[src/rtl/fq_pkg.sv]
// Package fq_pkg
// Shared defaults and the operand class type for the mantissa quantizer.
package fq_pkg;
    localparam int FQ_EXP_W    = 8;
    localparam int FQ_FRAC_W   = 23;
    localparam int FQ_MAX_BITS = 10;
    localparam int FQ_BITS_W   = 4;

    typedef enum logic [1:0] {
        CLS_NORMAL  = 2'd0,
        CLS_ZERO    = 2'd1,
        CLS_TINY    = 2'd2,
        CLS_SPECIAL = 2'd3
    } fq_class_e;
endpackage

[src/rtl/fq_classify.sv]
// Module fq_classify
// Sorts an operand into normal, zero, subnormal or inf/NaN classes.
// Assumes a biased exponent in which all ones marks inf/NaN.
module fq_classify
    import fq_pkg::*;
#(
    parameter int EXP_W  = FQ_EXP_W,
    parameter int FRAC_W = FQ_FRAC_W
) (
    input  logic [EXP_W-1:0]  exp_i,
    input  logic [FRAC_W-1:0] frac_i,
    output fq_class_e         cls_o
);
    // Decode the class from the exponent and the fraction.
    always_comb begin
        if (&exp_i)               cls_o = CLS_SPECIAL;
        else if (exp_i != '0)     cls_o = CLS_NORMAL;
        else if (frac_i == '0)    cls_o = CLS_ZERO;
        else                      cls_o = CLS_TINY;
    end
endmodule

[src/rtl/fq_round.sv]
// Module fq_round
// Rounds a normal operand's mantissa to nearest (ties to even) at a clamped
// bit count. Handles carry into the exponent and overflow to infinity, and
// reports x - Q(x) in input fraction LSBs.
// Assumes the operand is normal; the caller muxes other classes.
module fq_round
    import fq_pkg::*;
#(
    parameter int EXP_W    = FQ_EXP_W,
    parameter int FRAC_W   = FQ_FRAC_W,
    parameter int MAX_BITS = FQ_MAX_BITS,
    parameter int BITS_W   = FQ_BITS_W
) (
    input  logic [EXP_W-1:0]        exp_i,
    input  logic [FRAC_W-1:0]       frac_i,
    input  logic [BITS_W-1:0]       bits_i,
    output logic [EXP_W-1:0]        exp_o,
    output logic [FRAC_W-1:0]       frac_o,
    output logic signed [FRAC_W+1:0] err_o
);
    localparam int MW   = FRAC_W + 1;
    localparam int SH_W = $clog2(FRAC_W + 1);

    logic [BITS_W-1:0] b_eff;
    logic [SH_W-1:0]   drop;
    logic [MW-1:0]     mant, step, low, half, trunc;
    logic              keep_lsb, round_up;
    logic [MW:0]       sum;
    logic [EXP_W-1:0]  exp_inc;

    // Clamp the requested bit count into 1..MAX_BITS.
    always_comb begin
        if (bits_i == '0)                          b_eff = BITS_W'(1);
        else if (bits_i > BITS_W'(MAX_BITS))       b_eff = BITS_W'(MAX_BITS);
        else                                       b_eff = bits_i;
    end

    // Split the mantissa into kept and discarded parts and decide the rounding.
    always_comb begin
        drop     = SH_W'(FRAC_W) - SH_W'(b_eff);
        mant     = {1'b1, frac_i};
        step     = MW'(1) << drop;
        low      = mant & (step - MW'(1));
        half     = step >> 1;
        trunc    = mant & ~(step - MW'(1));
        keep_lsb = |(mant & step);
        round_up = (low > half) || ((low == half) && keep_lsb);
    end

    // Apply the increment, and move any carry into the exponent or to infinity.
    always_comb begin
        sum     = {1'b0, trunc} + (round_up ? {1'b0, step} : '0);
        exp_inc = exp_i + EXP_W'(1);
        err_o   = $signed({2'b00, low}) - (round_up ? $signed({2'b00, step}) : '0);
        if (sum[MW]) begin
            exp_o  = exp_inc;
            frac_o = '0;
        end else begin
            exp_o  = exp_i;
            frac_o = sum[FRAC_W-1:0];
        end
    end
endmodule

[src/rtl/fq_quantizer.sv]
// Module fq_quantizer
// Top of the mantissa quantizer. Classifies the operand, rounds normal
// enabled operands, and registers the value and error with one cycle of
// latency. Assumes a synchronous active-low reset.
module fq_quantizer
    import fq_pkg::*;
#(
    parameter int EXP_W    = FQ_EXP_W,
    parameter int FRAC_W   = FQ_FRAC_W,
    parameter int MAX_BITS = FQ_MAX_BITS,
    parameter int BITS_W   = FQ_BITS_W,
    localparam int W       = 1 + EXP_W + FRAC_W,
    localparam int ERR_W   = FRAC_W + 2
) (
    input  logic                    clk,
    input  logic                    rst_n,
    input  logic                    in_valid,
    input  logic [W-1:0]            in_value,
    input  logic [BITS_W-1:0]       in_bits,
    input  logic                    in_enable,
    output logic                    out_valid,
    output logic [W-1:0]            out_value,
    output logic signed [ERR_W-1:0] out_err
);
    logic              sgn;
    logic [EXP_W-1:0]  exp_in, exp_r;
    logic [FRAC_W-1:0] frac_in, frac_r;
    logic signed [ERR_W-1:0] err_r;
    fq_class_e         cls;
    logic [W-1:0]      nxt_value;
    logic signed [ERR_W-1:0] nxt_err;

    assign sgn     = in_value[W-1];
    assign exp_in  = in_value[W-2:FRAC_W];
    assign frac_in = in_value[FRAC_W-1:0];

    fq_classify #(.EXP_W(EXP_W), .FRAC_W(FRAC_W)) u_cls (
        .exp_i(exp_in), .frac_i(frac_in), .cls_o(cls)
    );

    fq_round #(.EXP_W(EXP_W), .FRAC_W(FRAC_W), .MAX_BITS(MAX_BITS), .BITS_W(BITS_W)) u_rnd (
        .exp_i(exp_in), .frac_i(frac_in), .bits_i(in_bits),
        .exp_o(exp_r), .frac_o(frac_r), .err_o(err_r)
    );

    // Choose between pass-through and the rounded result.
    always_comb begin
        if (!in_enable || cls != CLS_NORMAL) begin
            nxt_value = in_value;
            nxt_err   = '0;
        end else if (&exp_r) begin
            nxt_value = {sgn, {EXP_W{1'b1}}, {FRAC_W{1'b0}}};
            nxt_err   = err_r;
        end else begin
            nxt_value = {sgn, exp_r, frac_r};
            nxt_err   = err_r;
        end
    end

    // Output register: clear on reset, capture on a valid input.
    always_ff @(posedge clk) begin
        if (!rst_n) begin
            out_valid <= 1'b0;
            out_value <= '0;
            out_err   <= '0;
        end else begin
            out_valid <= in_valid;
            if (in_valid) begin
                out_value <= nxt_value;
                out_err   <= nxt_err;
            end
        end
    end


    valid_follow_chk: assert property (@(posedge clk) disable iff (!rst_n)
        out_valid == $past(in_valid));


    sign_keep_chk: assert property (@(posedge clk) disable iff (!rst_n)
        in_valid |=> out_value[W-1] == $past(in_value[W-1]));


    exp_step_chk: assert property (@(posedge clk) disable iff (!rst_n)
        in_valid |=> (out_value[W-2:FRAC_W] == $past(in_value[W-2:FRAC_W])) ||
                     (out_value[W-2:FRAC_W] == $past(in_value[W-2:FRAC_W]) + EXP_W'(1)));


    bypass_chk: assert property (@(posedge clk) disable iff (!rst_n)
        (in_valid && !in_enable) |=> (out_value == $past(in_value)) && (out_err == '0));


    err_zero_chk: assert property (@(posedge clk) disable iff (!rst_n)
        in_valid |=> (out_err == '0) == (out_value == $past(in_value)));
endmodule

[config.mk]
export PLATFORM = sky130hd
export DESIGN_NAME = fq_quantizer
export DESIGN_NICKNAME = d
export VERILOG_FILES = /design/src/rtl/fq_pkg.sv /design/src/rtl/fq_classify.sv /design/src/rtl/fq_round.sv /design/src/rtl/fq_quantizer.sv
export SDC_FILE = /design/constraint.sdc
export NUM_CORES = 1
export LEC_CHECK = 0
export ABC_AREA = 0
export BUFFER_PORTS_ARGS = -buffer_cell sky130_fd_sc_hd__buf_2
export CORE_MARGIN = 4
export CORE_UTILIZATION = 53
export CTS_CLUSTER_SIZE = 10
export DETAILED_ROUTE_END_ITERATION = 6
export PLACE_DENSITY_LB_ADDON = 0.25
export SLEW_MARGIN = 0
export SYNTH_ARGS = -nofsm -noshare
export SYNTH_HDL_FRONTEND = slang
export SYNTH_SLANG_ARGS = --single-unit
[constraint.sdc]
create_clock -name clk -period 7.6 [get_ports clk]
set_input_delay 1.52 -clock clk [delete_from_list [all_inputs] [get_ports clk]]
set_output_delay 1.52 -clock clk [all_outputs]
set_load 0.01 [all_outputs]
==> Word level (Yosys, flattened, before mapping) <==
Index checks and enable logic that the tools add are counted.
{ "word_totals": {"regBits": 58, "inputBits": 40, "out_inout_bits": 58, "elab_cells": 39} }
{ "classes": {"n_addsub": 5, "magnitude_cmp": 2, "eq_ne": 1, "n_shift": 1, "mux": 12, "bitwise": 4, "reduce_logical": 11} }
{ "ops": {"columns": ["operator", "count"], "rows": [
  ["AND 24 bit", 3],
  ["two-way mux 31 bit", 2],
  ["two-way mux 24 bit", 2],
  ["adder 24 x 25 -> 25 bit", 1],
  ["two-way mux 25 bit", 1],
  ["subtractor 24 x 25 -> 25 bit", 1],
  ["== test 24 x 23 -> 1 bit", 1],
  ["greater-than comparator 24 x 23 -> 1 bit", 1],
  ["NOT 24 bit", 1],
  ["OR reduction 24 bit", 1],
  ["<< shifter 1 x 5 -> 24 bit (first input constant)", 1],
  ["subtractor 24 x 1 -> 24 bit (second input constant)", 1],
  ["logical NOT 23 bit", 1],
  ["two-way mux 23 bit", 1],
  ["AND reduction 8 bit", 2],
  ["adder 8 x 1 -> 8 bit (second input constant)", 1],
  ["two-way mux 4 bit", 2],
  ["two-way mux 8 bit", 1],
  ["nonzero test 8 bit", 1],
  ["two-way mux 2 bit", 3],
  ["subtractor 5 x 4 -> 5 bit (first input constant)", 1],
  ["greater-than comparator 4 bit (second input constant)", 1],
  ["logical NOT 4 bit", 1],
  ["logical OR 1 bit", 2],
  ["other kinds (3)", 3]
]} }

==> Depth between registers and ports, before layout <==
Gate-level depths: netlist (run 1).
{ "logic_depth": {"ltp_word": 16, "ltp_mapped": 26, "depth_no_buf": 23} }

==> Hierarchy <==
Synthesis (run 1) repeated with hierarchy kept, for this count alone.
{ "hier_totals": {"cells_unflattened": 783, "area_unflattened_um2": 6117.1} }
{ "by_module_without_submodules": {"columns": ["mod", "instances", "cells_per_inst", "area_per_inst_um2", "seq_area_each_um2"], "rows": [
  ["fq_round", 1, 500, 3439.5, 0.0],
  ["fq_quantizer", 1, 266, 2553.7, 1161.1],
  ["fq_classify", 1, 17, 123.9, 0.0]
]} }

==> Worst setup path after synthesis (run 1) <==
Ideal clock, no wire load.
{ "synth_path": {"path_kind": "input -> register", "start": "input in_bits[1]", "end": "register out_value[13]", "setup_time_ps": 70, "arrival_ps": 5915, "required_time_ps": 7530, "slack_ps": 1615, "cell_stages": 24, "path_buffers": 4, "cell_sequence": "buf_2 -> buf_2 -> nor3_1 -> inv_1 -> a21boi_0 -> ha_1 -> and3_1 -> nand4_1 -> and4bb_1 -> a211oi_2 -> a21oi_2 -> and3_1 -> buf_6 -> ha_1 -> a21o_1 -> a21o_1 -> a21oi_1 -> a21oi_1 -> a21oi_1 -> a21oi_1 -> a211oi_1 -> clkbuf_1 -> a22oi_1 -> a21oi_1"} }
{ "synth_via": {"elab_chain_cells": 16, "word_cells_on_any_way": 23, "cone_classes": "add/sub: 3; order compare: 2; eq/ne: 1; shift: 1; mux: 7; bitwise: 4; reduce/logical: 5"} }
{ "synth_rtl": {"columns": ["item", "line_no", "text"], "rows": [
  ["start, declared", "fq_quantizer.sv:19", "input logic [BITS_W-1:0] in_bits,"],
  ["greater-than comparator 4 bit", "fq_round.sv:34", "else if (bits_i > BITS_W'(MAX_BITS)) b_eff = BITS_W'(MAX_BITS);"],
  ["two-way mux 4 bit", "fq_round.sv:34", null],
  ["two-way mux 4 bit *", "fq_round.sv:33", "if (bits_i == '0) b_eff = BITS_W'(1);"],
  ["subtractor 5 x 4 -> 5 bit *", "fq_round.sv:40", "drop = SH_W'(FRAC_W) - SH_W'(b_eff);"],
  ["<< shifter 1 x 5 -> 24 bit *", "fq_round.sv:42", "step = MW'(1) << drop;"],
  ["parallel branches: the longest is 6 deep, another holds subtractor 24 x 1 -> 24 bit", null, null],
  ["adder 24 x 25 -> 25 bit *", "fq_round.sv:52", "sum = {1'b0, trunc} + (round_up ? {1'b0, step} : '0);"],
  ["two-way mux 8 bit", "fq_round.sv:55", "if (sum[MW]) begin"],
  ["AND reduction 8 bit", "fq_quantizer.sv:51", "end else if (&exp_r) begin"],
  ["two-way mux 31 bit *", "fq_quantizer.sv:51", null],
  ["two-way mux 31 bit *", "fq_quantizer.sv:48", "if (!in_enable || cls != CLS_NORMAL) begin"],
  ["end signal, assigned", "fq_quantizer.sv:69", "out_value <= nxt_value;"],
  ["end, declared", "fq_quantizer.sv:22", "output logic [W-1:0] out_value,"]
]} }
Every way passes the cells marked *.
A chain may end at the register's enable or synchronous reset.

==> Final worst setup path (run 1) <==
{ "layout_path": {"start": "input in_bits[1]", "end": "register out_value[22]"} }
Same word-level chain as after synthesis.

==> flow_metrics.env, run 1 <==
export IMPL_synth_area_per_cell_sq_um=7.65
export IMPL_worstSkewPairLatency_ns=0.34
export IMPL_die_w_microns=109
export IMPL_grtUsageTotal=0.254
export IMPL_netlist_instances=712
export IMPL_clock_skew_final_ns=0
export IMPL_post_cts_setup_buffers=0
export IMPL_wire_length_of_the_first_global_routing_pass_mm=24.5
export IMPL_initial_standard_cell_utilization_of_the_core=0.550
export IMPL_detailedRoute_firstIterationViolations=263
export IMPL_asyncSetResetFlopFracSynth=0
export IMPL_rd_place_congestion=0.923
export IMPL_fin_cells=977
export IMPL_timing_setup_tns_ns=0
export IMPL_overflow=0
export IMPL_hold_viol=0
export IMPL_cts_tree="done"
export IMPL_area_enclosed_by_the_die_boundary_sq_mm=0.0120
export IMPL_synth_top_cells_by_area="sky130_fd_sc_hd__dfxtp_1 (21%), sky130_fd_sc_hd__ha_1 (16%), sky130_fd_sc_hd__a21oi_1 (6.2%)"
export IMPL_power_density_mw_per_mm2=154
export IMPL_cp_num_buf_inv=1
export IMPL_antenna_found_initial=0
export IMPL_area_of_combinational_cells_with_multiple_inputs_sq_mm=0.00419
export IMPL_timing_critical_path_from_type="input port"
export IMPL_cts_htree_levels=3
export IMPL_cpMostUsedCell="sky130_fd_sc_hd__a21oi_1"
export IMPL_critical_path_top_delay_family="compound AO/OA/AOI/OAI gates"
export IMPL_yosysSeqAreaShare=0.213
export IMPL_first_global_vias=5261
export IMPL_finish_net_count=951
export IMPL_synth_edf_count=0
export IMPL_arrival_ns=6.54
export IMPL_synthDominantCellAreaShare=0.213
export IMPL_synth_seq_cells=58
export IMPL_syn_area_sq_mm=0.00545
export IMPL_via_count=5497
export IMPL_period_share=0.825
export IMPL_timing_final_max_slew_violations=0
export IMPL_cpPeakStageDelay_ns=0.70
export IMPL_placed_cells_incl_taps=961
export IMPL_row_count=36
export IMPL_post_cts_hold_buffer_count=0
export IMPL_timing_worst_slew_pin_value_ns=0.871
export IMPL_min_period_ns=6.27
export IMPL_detail_route_wirelength_mm=14.9
export IMPL_cts_repair_resize_count=0
export IMPL_count_of_synthesis_stage_warnings_from_yosys=0
export IMPL_yosysTopAreaCell="sky130_fd_sc_hd__dfxtp_1"
export IMPL_cts_sink_count=58
export IMPL_cts_root_to_sink_buffers=2
export IMPL_timing_critical_path_fanout_max=17
export IMPL_numPortBuffers=97
export IMPL_layout_cells_most_common="sky130_fd_sc_hd__buf_2"
export IMPL_synthDistinctLibCells=62
export IMPL_crit_path_end_kind="flip-flop"
export IMPL_routed_wire_length_per_instance_microns=15.2
export IMPL_die_height_microns=109
export IMPL_post_route_drc_count=0
export IMPL_seqCellArea_sq_mm=0.00116
export IMPL_power_leakage_nw=3.17
export IMPL_insertedDiodeCount=0
export IMPL_hold_path_class="flip-flop to flip-flop"
export IMPL_grt_max_degree=80
export IMPL_share_of_cells_above_drive_strength_1=0.148
export IMPL_drt_pass1_iterations=5
export IMPL_crit_chain="buf_2, nor2b_1, nand2_1, a21boi_0, ha_1, and3_1, nand4_1, and4bb_1, a211oi_2, a21oi_2, and3_1, ha_1, a21o_1, a21o_1, a21oi_1, a21oi_1, a21oi_1, a21oi_1, a211oi_2, a22oi_1, a21oi_1"
export IMPL_path_clk_slew_ns=0.08
export IMPL_layout_overhead_on_the_synthesized_area_pct=16.8
export IMPL_final_fill_count=919
export IMPL_report_final_setup_viol=0
export IMPL_maxSlewHeadroom=0.418
export IMPL_numCtsBuffers=9
export IMPL_cap_violations=0
export IMPL_place_hpwl_mm=11.7
export IMPL_timing_setup_critical_path_class="input port to flip-flop"
export IMPL_run_status="finished clean"
export IMPL_ir_worst_vdd_mv=0.0692
export IMPL_design_portCount=98
export IMPL_grt_setup_unrepaired="false"
export IMPL_coreArea_sq_mm=0.00991
export IMPL_clock_tree_root_cell="sky130_fd_sc_hd__clkbuf_8"
export IMPL_worst_ep_required_time_ns=7.87
export IMPL_ant_nets=0
export IMPL_fmax_ghz=0.159
export IMPL_mostFrequentLayoutCells="sky130_fd_sc_hd__buf_2 (97), sky130_fd_sc_hd__ha_1 (70), sky130_fd_sc_hd__a21oi_1 (68)"
export IMPL_routed_via_density=5.63
export IMPL_synth_main_ff_cell="sky130_fd_sc_hd__dfxtp_1"
export IMPL_crit_path_top_delay_cell="sky130_fd_sc_hd__a211oi_2"
flip-flops by register name, indices dropped and copies added, names as in the netlist:
register	cells
out_err	25
out_value	32
out_valid	1
final cells by class:
cell class / instances / area share
Multi-Input combinational cell: 632 / 0.659
Sequential cell: 58 / 0.182
Timing Repair Buffer: 100 / 0.0798
Tap cell: 133 / 0.0262
Inverter: 38 / 0.0224
Clock buffer: 9 / 0.0195
Clock inverter: 7 / 0.0110
per-stage QoR:
step	power [mW]	utilization	instance area [sq um]	setup slack [ns]	hold WS, ns
after floorplan	0.593	-	5670	1.62	0.470
after global placement	0.667	0.622	6170	1.31	0.437
after detailed placement	0.677	0.622	6170	1.09	0.435
after CTS	0.966	0.642	6360	1.44	0.445
after global routing	1.04	0.642	6360	0.827	0.475
final	0.977	0.642	6360	1.33	0.442
report_power, final:
part,switching (mW),internal [mW],total [mW],leakage [nW]
logic,0.202,0.144,0.347,2.59
clock network,0.141,0.151,0.292,0.0990
registers,0.0117,0.326,0.338,0.478
cell families (layout without fill, tap and decap cells):
kind of cell / count (synthesis) / count (layout) / synth area share
AO/OA/AOI/OAI: 238 / 238 / 0.275
XOR/XNOR: 46 / 46 / 0.0740
adder cells (fa/ha/maj): 72 / 72 / 0.168
buffers and inverters: 81 / 154 / 0.0590
flip-flops: 58 / 58 / 0.213
multiplexers: 5 / 5 / 0.00942
other: 2 / 61 / 0.00138
AND/OR/NAND/NOR: 210 / 210 / 0.200
worst register-to-register path: stages, from the launching register on:
cell and delay, ns:
sky130_fd_sc_hd__dfxtp_1 0.32, sky130_fd_sc_hd__o21ai_0 0.21, sky130_fd_sc_hd__nor2_1 0.07, sky130_fd_sc_hd__o2bb2ai_1 0.12
worst paths after layout:
| kind | startpoint | end | slack [ns] | cells after the start |
|---|---|---|---|---|
| min | out_err[18] | out_err[18] | 0.44 | 2 |
| max reg2reg | out_value[18] | out_value[18] | 6.77 | 3 |
| max | in_bits[1] | out_value[22] | 1.33 | 21 |
| min reg2reg | out_err[18] | out_err[18] | 0.44 | 2 |
per-layer routing:
layer / up-vias / part of all wire / track usage
met3: 43 / 0.054 / 0.0417
met5: - / 0 / 0
met1: 2529 / 0.44 / 0.318
met2: 177 / 0.47 / 0.429
met4: 0 / 0.034 / 0.110
li1: 2748 / - / -
synth_stat cells (3+ instances only):
master and number:
sky130_fd_sc_hd__or3_1 3, sky130_fd_sc_hd__nor2_1 34, sky130_fd_sc_hd__a21boi_0 6, sky130_fd_sc_hd__clkbuf_1 36, sky130_fd_sc_hd__and3_1 9, sky130_fd_sc_hd__o21a_1 8
sky130_fd_sc_hd__buf_2 5, sky130_fd_sc_hd__a21o_1 17, sky130_fd_sc_hd__o21ai_0 50, sky130_fd_sc_hd__nor3_1 13, sky130_fd_sc_hd__nand2_1 52, sky130_fd_sc_hd__nand2b_1 12
sky130_fd_sc_hd__a211oi_1 5, sky130_fd_sc_hd__and2_1 24, sky130_fd_sc_hd__ha_1 70, sky130_fd_sc_hd__dfxtp_1 58, sky130_fd_sc_hd__nor2b_1 19, sky130_fd_sc_hd__a21oi_1 68
sky130_fd_sc_hd__nand4_1 8, sky130_fd_sc_hd__xor2_1 29, sky130_fd_sc_hd__nand3_1 23, sky130_fd_sc_hd__a32oi_1 3, sky130_fd_sc_hd__o21ai_1 15, sky130_fd_sc_hd__a31oi_1 5
sky130_fd_sc_hd__o22ai_1 12, sky130_fd_sc_hd__xnor2_1 17, sky130_fd_sc_hd__mux2i_1 4, sky130_fd_sc_hd__a2111oi_0 3, sky130_fd_sc_hd__o21bai_1 7, sky130_fd_sc_hd__inv_1 38
sky130_fd_sc_hd__a22oi_1 19
(Power assumes the default switching activity.)
==> inputs of run 2 (changes only) <==
- ABC_AREA: 0 -> 1
- clock period: 7.6 -> 5.35 ns (I/O delays scaled with it)
==> run 2 against run 1 <==
  * Clock skew stayed put
  * Sequential power increased by 41%
  * Sequential share of layout area shrank 2.4 points
  * Register-to-register slack got worse by 2.1 ns
  * Final cell count grew 26%
  * Sequential cell count unchanged
  * Global-route usage increased by 1.5 points
  * Worst hold slack improved by 0.016 ns
  * Via count rose by 20%
  * Die area grew 12%
  * Combinational power increased by 60%
  * Critical endpoint is now out_value[17]
  * Largest cell class unchanged
==> flow_metrics.env, run 2 <==
export IMPL_die_w_microns=116
export IMPL_layout_overhead_on_the_synthesized_area_pct=18.9
export IMPL_hold_worst_slack_ns=0.458
export IMPL_max_flop_register="out_value"
export IMPL_timing_hold_worst_start="out_err[0]"
export IMPL_cts_sink_count=58
export IMPL_met3WireLength_mm=1.46
export IMPL_dpl_worst_slack_ns=-0.115
export IMPL_routed_via_density=5.37
export IMPL_antenna_found_initial=2
export IMPL_seqCellArea_sq_mm=0.00116
export IMPL_detailedRoute_firstIterationViolations=430
export IMPL_synth_edf_count=0
export IMPL_r2r_setup_slack_ns=4.66
export IMPL_worst_ep_required_time_ns=5.57
export IMPL_place_hpwl_mm=13.9
export IMPL_timing_worst_slew_pin_value_ns=1.04
export IMPL_path_clk_slew_ns=0.05
export IMPL_timing_final_max_slew_violations=0
export IMPL_run_status="finished clean"
export IMPL_final_fill_count=1135
export IMPL_cts_root_to_sink_buffers=2
export IMPL_most_instantiated_cells_after_synthesis="sky130_fd_sc_hd__nand2_1 (164), sky130_fd_sc_hd__a21oi_1 (144), sky130_fd_sc_hd__inv_1 (95), sky130_fd_sc_hd__nor2_1 (89), sky130_fd_sc_hd__ha_1 (70)"
export IMPL_placedInstanceArea_sq_mm=0.00699
export IMPL_ir_worst_vdd_mv=0.200
export IMPL_first_global_vias=6139
export IMPL_synth_top_cells_by_area="sky130_fd_sc_hd__dfxtp_1 (19%), sky130_fd_sc_hd__ha_1 (14%), sky130_fd_sc_hd__a21oi_1 (12%)"
export IMPL_asyncSetResetFlopFracSynth=0
export IMPL_netlist_instances=937
export IMPL_finish_net_count=1195
export IMPL_cts_tree="done"
export IMPL_timing_setup_critical_path_class="input port to flip-flop"
export IMPL_largest_register_ffs=32
export IMPL_yosysSeqAreaShare=0.188
export IMPL_detail_route_wirelength_mm=17.7
export IMPL_ant_nets=0
export IMPL_synthDominantCellAreaShare=0.188
export IMPL_die_height_microns=116
export IMPL_cap_violations=0
export IMPL_timing_critical_path_from_type="input port"
export IMPL_area_enclosed_by_the_die_boundary_sq_mm=0.0134
export IMPL_drt_pass1_iterations=5
export IMPL_worstSkewPairLatency_ns=0.34
export IMPL_via_count=6606
export IMPL_endpoint_of_the_most_critical_register_to_register_path="out_value[28]"
export IMPL_design_portCount=98
export IMPL_grtUsageTotal=0.269
export IMPL_most_frequently_used_cell_type_in_the_post_synthesis_netlist="sky130_fd_sc_hd__nand2_1"
export IMPL_share_of_cells_above_drive_strength_1=0.191
export IMPL_post_route_worst_setup_slack_ns=0.327
export IMPL_grt_max_degree=42
export IMPL_synth_seq_cells=58
export IMPL_fin_total_pwr_mw=1.63
export IMPL_min_period_ns=5.02
export IMPL_synth_main_ff_cell="sky130_fd_sc_hd__dfxtp_1"
export IMPL_overflow=0
export IMPL_hold_path_class="flip-flop to flip-flop"
export IMPL_largestRegisters="out_value x32, out_err x25, out_valid x1"
export IMPL_area_of_combinational_cells_with_multiple_inputs_sq_mm=0.00465
export IMPL_insertedDiodeCount=0
export IMPL_layout_cells_most_common="sky130_fd_sc_hd__nand2_1"
export IMPL_hold_viol=0
export IMPL_numPortBuffers=97
export IMPL_mostFrequentLayoutCells="sky130_fd_sc_hd__nand2_1 (163), sky130_fd_sc_hd__a21oi_1 (143), sky130_fd_sc_hd__buf_2 (97)"
export IMPL_crit_path_end_kind="flip-flop"
export IMPL_clock_tree_root_cell="sky130_fd_sc_hd__clkbuf_16"
export IMPL_numCtsBuffers=9
export IMPL_post_cts_hold_buffer_count=0
export IMPL_syn_area_sq_mm=0.00617
export IMPL_rr_worst_depth=4
export IMPL_worstHoldEndpoint="out_err[0]"
export IMPL_timing_critical_path_fanout_max=12
export IMPL_maxSlewHeadroom=0.308
export IMPL_initial_standard_cell_utilization_of_the_core=0.540
export IMPL_cts_htree_levels=3
export IMPL_wire_length_of_the_first_global_routing_pass_mm=28.9
export IMPL_wl_met1_mm=7.96
export IMPL_power_leakage_nw=3.77
export IMPL_row_count=39
export IMPL_final_cell_area_sq_mm=0.00734
export IMPL_report_final_setup_viol=0
export IMPL_post_route_util=0.643
export IMPL_count_of_synthesis_stage_warnings_from_yosys=0
export IMPL_detailroute_wirelength_met2_mm=8.01
export IMPL_synthDistinctLibCells=55
export IMPL_synth_area_per_cell_sq_um=6.58
export IMPL_post_route_drc_count=0
export IMPL_dr_max_layer_used="met5"
export IMPL_rd_place_congestion=0.990
export IMPL_power_density_mw_per_mm2=222
export IMPL_yosysTopAreaCell="sky130_fd_sc_hd__dfxtp_1"
export IMPL_arrival_ns=5.25
export IMPL_timing_rr_start="out_value[28]"
export IMPL_coreArea_sq_mm=0.0114
export IMPL_routed_wire_length_per_instance_microns=14.4
export IMPL_period_share=0.939
export IMPL_clock_skew_final_ns=0
export IMPL_min_path_cells=2
export IMPL_fmax_ghz=0.199
## run 2: cell types whose count changed after synthesis, moves of 12 or more
cell,previous run,this run
sky130_fd_sc_hd__nand3_2,0,25
sky130_fd_sc_hd__a22oi_1,19,0
sky130_fd_sc_hd__and2_1,24,0
sky130_fd_sc_hd__xor2_1,29,12
sky130_fd_sc_hd__a21oi_1,68,144
sky130_fd_sc_hd__nand2_1,52,164
sky130_fd_sc_hd__o21ai_0,50,67
sky130_fd_sc_hd__nor2b_1,19,0
sky130_fd_sc_hd__inv_1,38,95
sky130_fd_sc_hd__nand2b_1,12,0
sky130_fd_sc_hd__nor2_1,34,89
## run 2: cell families after synthesis
kind of cell | after synthesis | synth area share
simple gates | 374 | 0.298
compound gates | 259 | 0.231
buf+inv | 146 | 0.0951
fa+ha+maj | 72 | 0.148
flops | 58 | 0.188
xor+xnor | 26 | 0.0381
other cells | 2 | 0.00122
## run 2: final cells by class
| type | count | area share |
|---|---|---|
| Tap cell | 143 | 0.0244 |
| Inverter | 104 | 0.0532 |
| Clock buffer | 14 | 0.0360 |
| Multi-Input combinational cell | 792 | 0.634 |
| Clock inverter | 2 | 0.00477 |
| Sequential cell | 58 | 0.158 |
| Timing Repair Buffer | 118 | 0.0894 |
## run 2: critical path, stage by stage
cell	delay, ns
sky130_fd_sc_hd__buf_2	0.15
sky130_fd_sc_hd__nor2_2	0.20
sky130_fd_sc_hd__inv_1	0.09
sky130_fd_sc_hd__nor2_1	0.12
sky130_fd_sc_hd__inv_1	0.09
sky130_fd_sc_hd__nor2_1	0.15
sky130_fd_sc_hd__ha_1	0.16
sky130_fd_sc_hd__nand2_1	0.05
sky130_fd_sc_hd__nor2_1	0.13
sky130_fd_sc_hd__nand4_1	0.16
sky130_fd_sc_hd__nor2_4	0.17
sky130_fd_sc_hd__nand3_2	0.08
sky130_fd_sc_hd__nand3b_4	0.18
sky130_fd_sc_hd__nand2_2	0.18
sky130_fd_sc_hd__nor2_1	0.09
sky130_fd_sc_hd__ha_1	0.35
sky130_fd_sc_hd__a21o_1	0.20
sky130_fd_sc_hd__a21oi_2	0.13
sky130_fd_sc_hd__nor2_1	0.07
sky130_fd_sc_hd__nor3_4	0.20
sky130_fd_sc_hd__nand3_4	0.19
sky130_fd_sc_hd__buf_12	0.18
sky130_fd_sc_hd__xor2_2	0.13
sky130_fd_sc_hd__nand2_1	0.08
sky130_fd_sc_hd__nor3b_2	0.24
sky130_fd_sc_hd__nand2_4	0.19
sky130_fd_sc_hd__nand3_1	0.13
sky130_fd_sc_hd__a21oi_1	0.07
## run 2: how the worst max path moves through the flow
stage | startpoint | endpoint | slack [ns] | cells after the start
after floorplan | in_bits[1] | out_value[18] | 0.58 | 27
after global placement | in_bits[1] | out_value[17] | 0.05 | 28
after detailed placement | in_bits[1] | out_value[17] | -0.12 | 28
after CTS | in_bits[1] | out_value[17] | 0.24 | 28
after global routing | in_bits[1] | out_value[17] | -0.003 | 28
final | in_bits[1] | out_value[17] | 0.33 | 28
## run 2: stage by stage
stage | std cells | TNS [ns]
2_1_floorplan | 996 | 0
3_3_place_gp | 1212 | 0
3_5_place_dp | 1212 | -0.787
4_1_cts | 1228 | 0
5_1_grt | 1231 | -0.00333
6_report | 1231 | 0
## run 2: report_power, final
part	internal, mW	total (mW)	switching, mW
Sequential	0.463	0.477	0.0146
Combinational	0.211	0.554	0.343
Clock	0.386	0.600	0.215
## run 2: metal layers
metal,GRT usage,up-vias
li1,-,3389
met5,0,-
met3,0.0663,27
met2,0.436,208
met1,0.356,2978
met4,0.0758,4
## run 2: repair_timing
item,4_1_cts,5_1_grt
setup buffers,0,3
setup endpoints to repair,0,15
gates resized for setup,0,3
==> inputs of run 3 (changes only) <==
- CTS_BUF_LIST: default -> sky130_fd_sc_hd__clkbuf_4
==> run 3 against run 2 <==
  * Sequential share of layout area grew 0.46 points
  * Worst setup slack gained 0.11 ns
  * Largest power group is now combinational cells
  * Highest routed layer unchanged
  * Clock skew is the same
  * Critical path type unchanged
==> flow_metrics.env, run 3 (synthesized netlist as in run 2, its figures left out) <==
export IMPL_run_status="finished clean"
export IMPL_mostFrequentLayoutCells="sky130_fd_sc_hd__nand2_1 (163), sky130_fd_sc_hd__a21oi_1 (144), sky130_fd_sc_hd__buf_2 (97)"
export IMPL_row_count=39
export IMPL_arrival_ns=5.25
export IMPL_min_period_ns=4.92
export IMPL_hold_worst_slack_ns=0.466
export IMPL_largest_register_ffs=32
export IMPL_antenna_found_initial=2
export IMPL_grt_max_degree=42
export IMPL_endpoint_of_the_most_critical_register_to_register_path="out_value[28]"
export IMPL_ant_nets=0
export IMPL_cap_violations=0
export IMPL_post_cts_hold_buffer_count=0
export IMPL_worstHoldEndpoint="out_err[5]"
export IMPL_placedInstanceArea_sq_mm=0.00699
export IMPL_timing_critical_path_from_type="input port"
export IMPL_ir_worst_vdd_mv=0.156
export IMPL_largestRegisters="out_value x32, out_err x25, out_valid x1"
export IMPL_routed_via_density=5.34
export IMPL_via_count=6557
export IMPL_grtUsageTotal=0.266
export IMPL_timing_worst_slew_pin_value_ns=1.04
export IMPL_die_height_microns=116
export IMPL_timing_setup_critical_path_class="input port to flip-flop"
export IMPL_timing_critical_path_fanout_max=15
export IMPL_timing_hold_worst_start="out_err[5]"
export IMPL_place_hpwl_mm=13.9
export IMPL_cpMostUsedCell="sky130_fd_sc_hd__nor2_1"
export IMPL_rd_place_congestion=0.990
export IMPL_crit_path_end_kind="flip-flop"
export IMPL_first_global_vias=6091
export IMPL_die_w_microns=116
export IMPL_post_route_drc_count=0
export IMPL_design_portCount=98
export IMPL_clockPowerShare=0.249
export IMPL_numPortBuffers=97
export IMPL_post_route_worst_setup_slack_ns=0.434
export IMPL_min_path_cells=2
export IMPL_initial_standard_cell_utilization_of_the_core=0.540
export IMPL_worstSkewPairLatency_ns=0.44
export IMPL_netSwitchingPower_mw=0.539
export IMPL_cts_sink_count=58
export IMPL_comb_power_share=0.402
export IMPL_layout_overhead_on_the_synthesized_area_pct=15.6
export IMPL_r2r_setup_slack_ns=4.65
export IMPL_overflow=0
export IMPL_cp_startpoint="in_bits[1]"
export IMPL_drt_pass1_iterations=6
export IMPL_switching_share=0.395
export IMPL_path_clk_slew_ns=0.10
export IMPL_area_enclosed_by_the_die_boundary_sq_mm=0.0134
export IMPL_final_fill_count=1160
export IMPL_post_cts_setup_buffers=0
export IMPL_dpl_worst_slack_ns=-0.115
export IMPL_power_density_mw_per_mm2=191
export IMPL_power_frac_seq=0.349
export IMPL_maxSlewHeadroom=0.305
export IMPL_crit_path_top_delay_cell="sky130_fd_sc_hd__ha_1"
export IMPL_cts_tree="done"
export IMPL_worst_ep_required_time_ns=5.69
export IMPL_max_flop_register="out_value"
export IMPL_fmax_ghz=0.203
export IMPL_detailedRoute_firstIterationViolations=454
export IMPL_report_final_setup_viol=0
export IMPL_hold_viol=0
export IMPL_grt_setup_unrepaired="false"
export IMPL_coreArea_sq_mm=0.0114
export IMPL_routed_wire_length_per_instance_microns=14.2
export IMPL_final_cell_area_sq_mm=0.00713
export IMPL_timing_rr_start="out_value[28]"
export IMPL_period_share=0.919
export IMPL_cpPeakStageDelay_ns=0.36
export IMPL_rr_worst_depth=4
export IMPL_insertedDiodeCount=0
export IMPL_power_leakage_nw=3.68
export IMPL_internal_power_mw=0.825
export IMPL_clock_skew_final_ns=0
export IMPL_cts_repair_resize_count=0
export IMPL_timing_setup_tns_ns=0
export IMPL_clock_tree_root_cell="sky130_fd_sc_hd__clkbuf_4"
export IMPL_detail_route_wirelength_mm=17.5
export IMPL_numCtsBuffers=9
export IMPL_finish_net_count=1192
export IMPL_wire_length_of_the_first_global_routing_pass_mm=28.6
export IMPL_timing_final_max_slew_violations=0
export IMPL_cts_root_to_sink_buffers=2
export IMPL_share_of_cells_above_drive_strength_1=0.189
export IMPL_hold_path_class="flip-flop to flip-flop"
export IMPL_cts_htree_levels=3
export IMPL_layout_cells_most_common="sky130_fd_sc_hd__nand2_1"
## run 3: cell types whose count changed in the layout (fill, tap and decap cells not counted)
cell                        delta
sky130_fd_sc_hd__a21oi_1       +1
sky130_fd_sc_hd__clkbuf_1      -3
sky130_fd_sc_hd__clkbuf_4     +12
sky130_fd_sc_hd__clkbuf_16     -9
sky130_fd_sc_hd__a21oi_2       -1
sky130_fd_sc_hd__clkbuf_8      -2
sky130_fd_sc_hd__clkinv_1      +2
sky130_fd_sc_hd__buf_12        -1
sky130_fd_sc_hd__buf_4         -2
## run 3: stage by stage
stage,utilization,cells,power (mW)
after detailed placement,0.613,1212,1.01
after CTS,0.624,1228,1.35
after global placement,0.613,1212,1.01
final,0.625,1228,1.36
after global routing,0.625,1228,1.47
after floorplan,-,996,0.881
## run 3: area by class of cell
| class | count | area [sq um] | area share |
|---|---|---|---|
| Clock inverter | 4 | 42.5 | 0.00596 |
| Multi-Input combinational cell | 792 | 4650 | 0.652 |
| Inverter | 104 | 390 | 0.0547 |
| Sequential cell | 58 | 1160 | 0.163 |
| Timing Repair Buffer | 115 | 621 | 0.0870 |
| Clock buffer | 12 | 90.1 | 0.0126 |
| Tap cell | 143 | 179 | 0.0251 |
## run 3: critical path, delay by kind of cell
family,cells,cell delay (ns)
AND/OR/NAND/NOR,18,2.68
AO/OA/AOI/OAI,4,0.60
adder cells (fa/ha/maj),2,0.52
buffers and inverters,4,0.37
## run 3: metal layers
metal	up-vias	share of wire	GRT usage
met5	-	0.0013	0
met4	4	0.018	0.0820
met3	30	0.083	0.0611
met2	212	0.45	0.426
met1	2927	0.45	0.355
li1	3384	-	-
## run 3: power groups by stage
stage	Sequential [mW]	Combinational, mW	Clock, mW
detailed placement	0.486	0.522	0
CTS	0.477	0.525	0.348
floorplan	0.500	0.381	0
global route	0.480	0.620	0.367
finish	0.476	0.548	0.340
global placement	0.485	0.520	0
## run 3: worst max-delay path by stage
| stage | to | slack (ns) | cells after the start |
|---|---|---|---|
| finish | out_value[17] | 0.43 | 28 |
| global route | out_value[17] | 0.05 | 28 |
| CTS | out_value[17] | 0.38 | 28 |
| detailed placement | out_value[17] | -0.12 | 28 |
| global placement | out_value[17] | 0.05 | 28 |
| floorplan | out_value[18] | 0.58 | 27 |
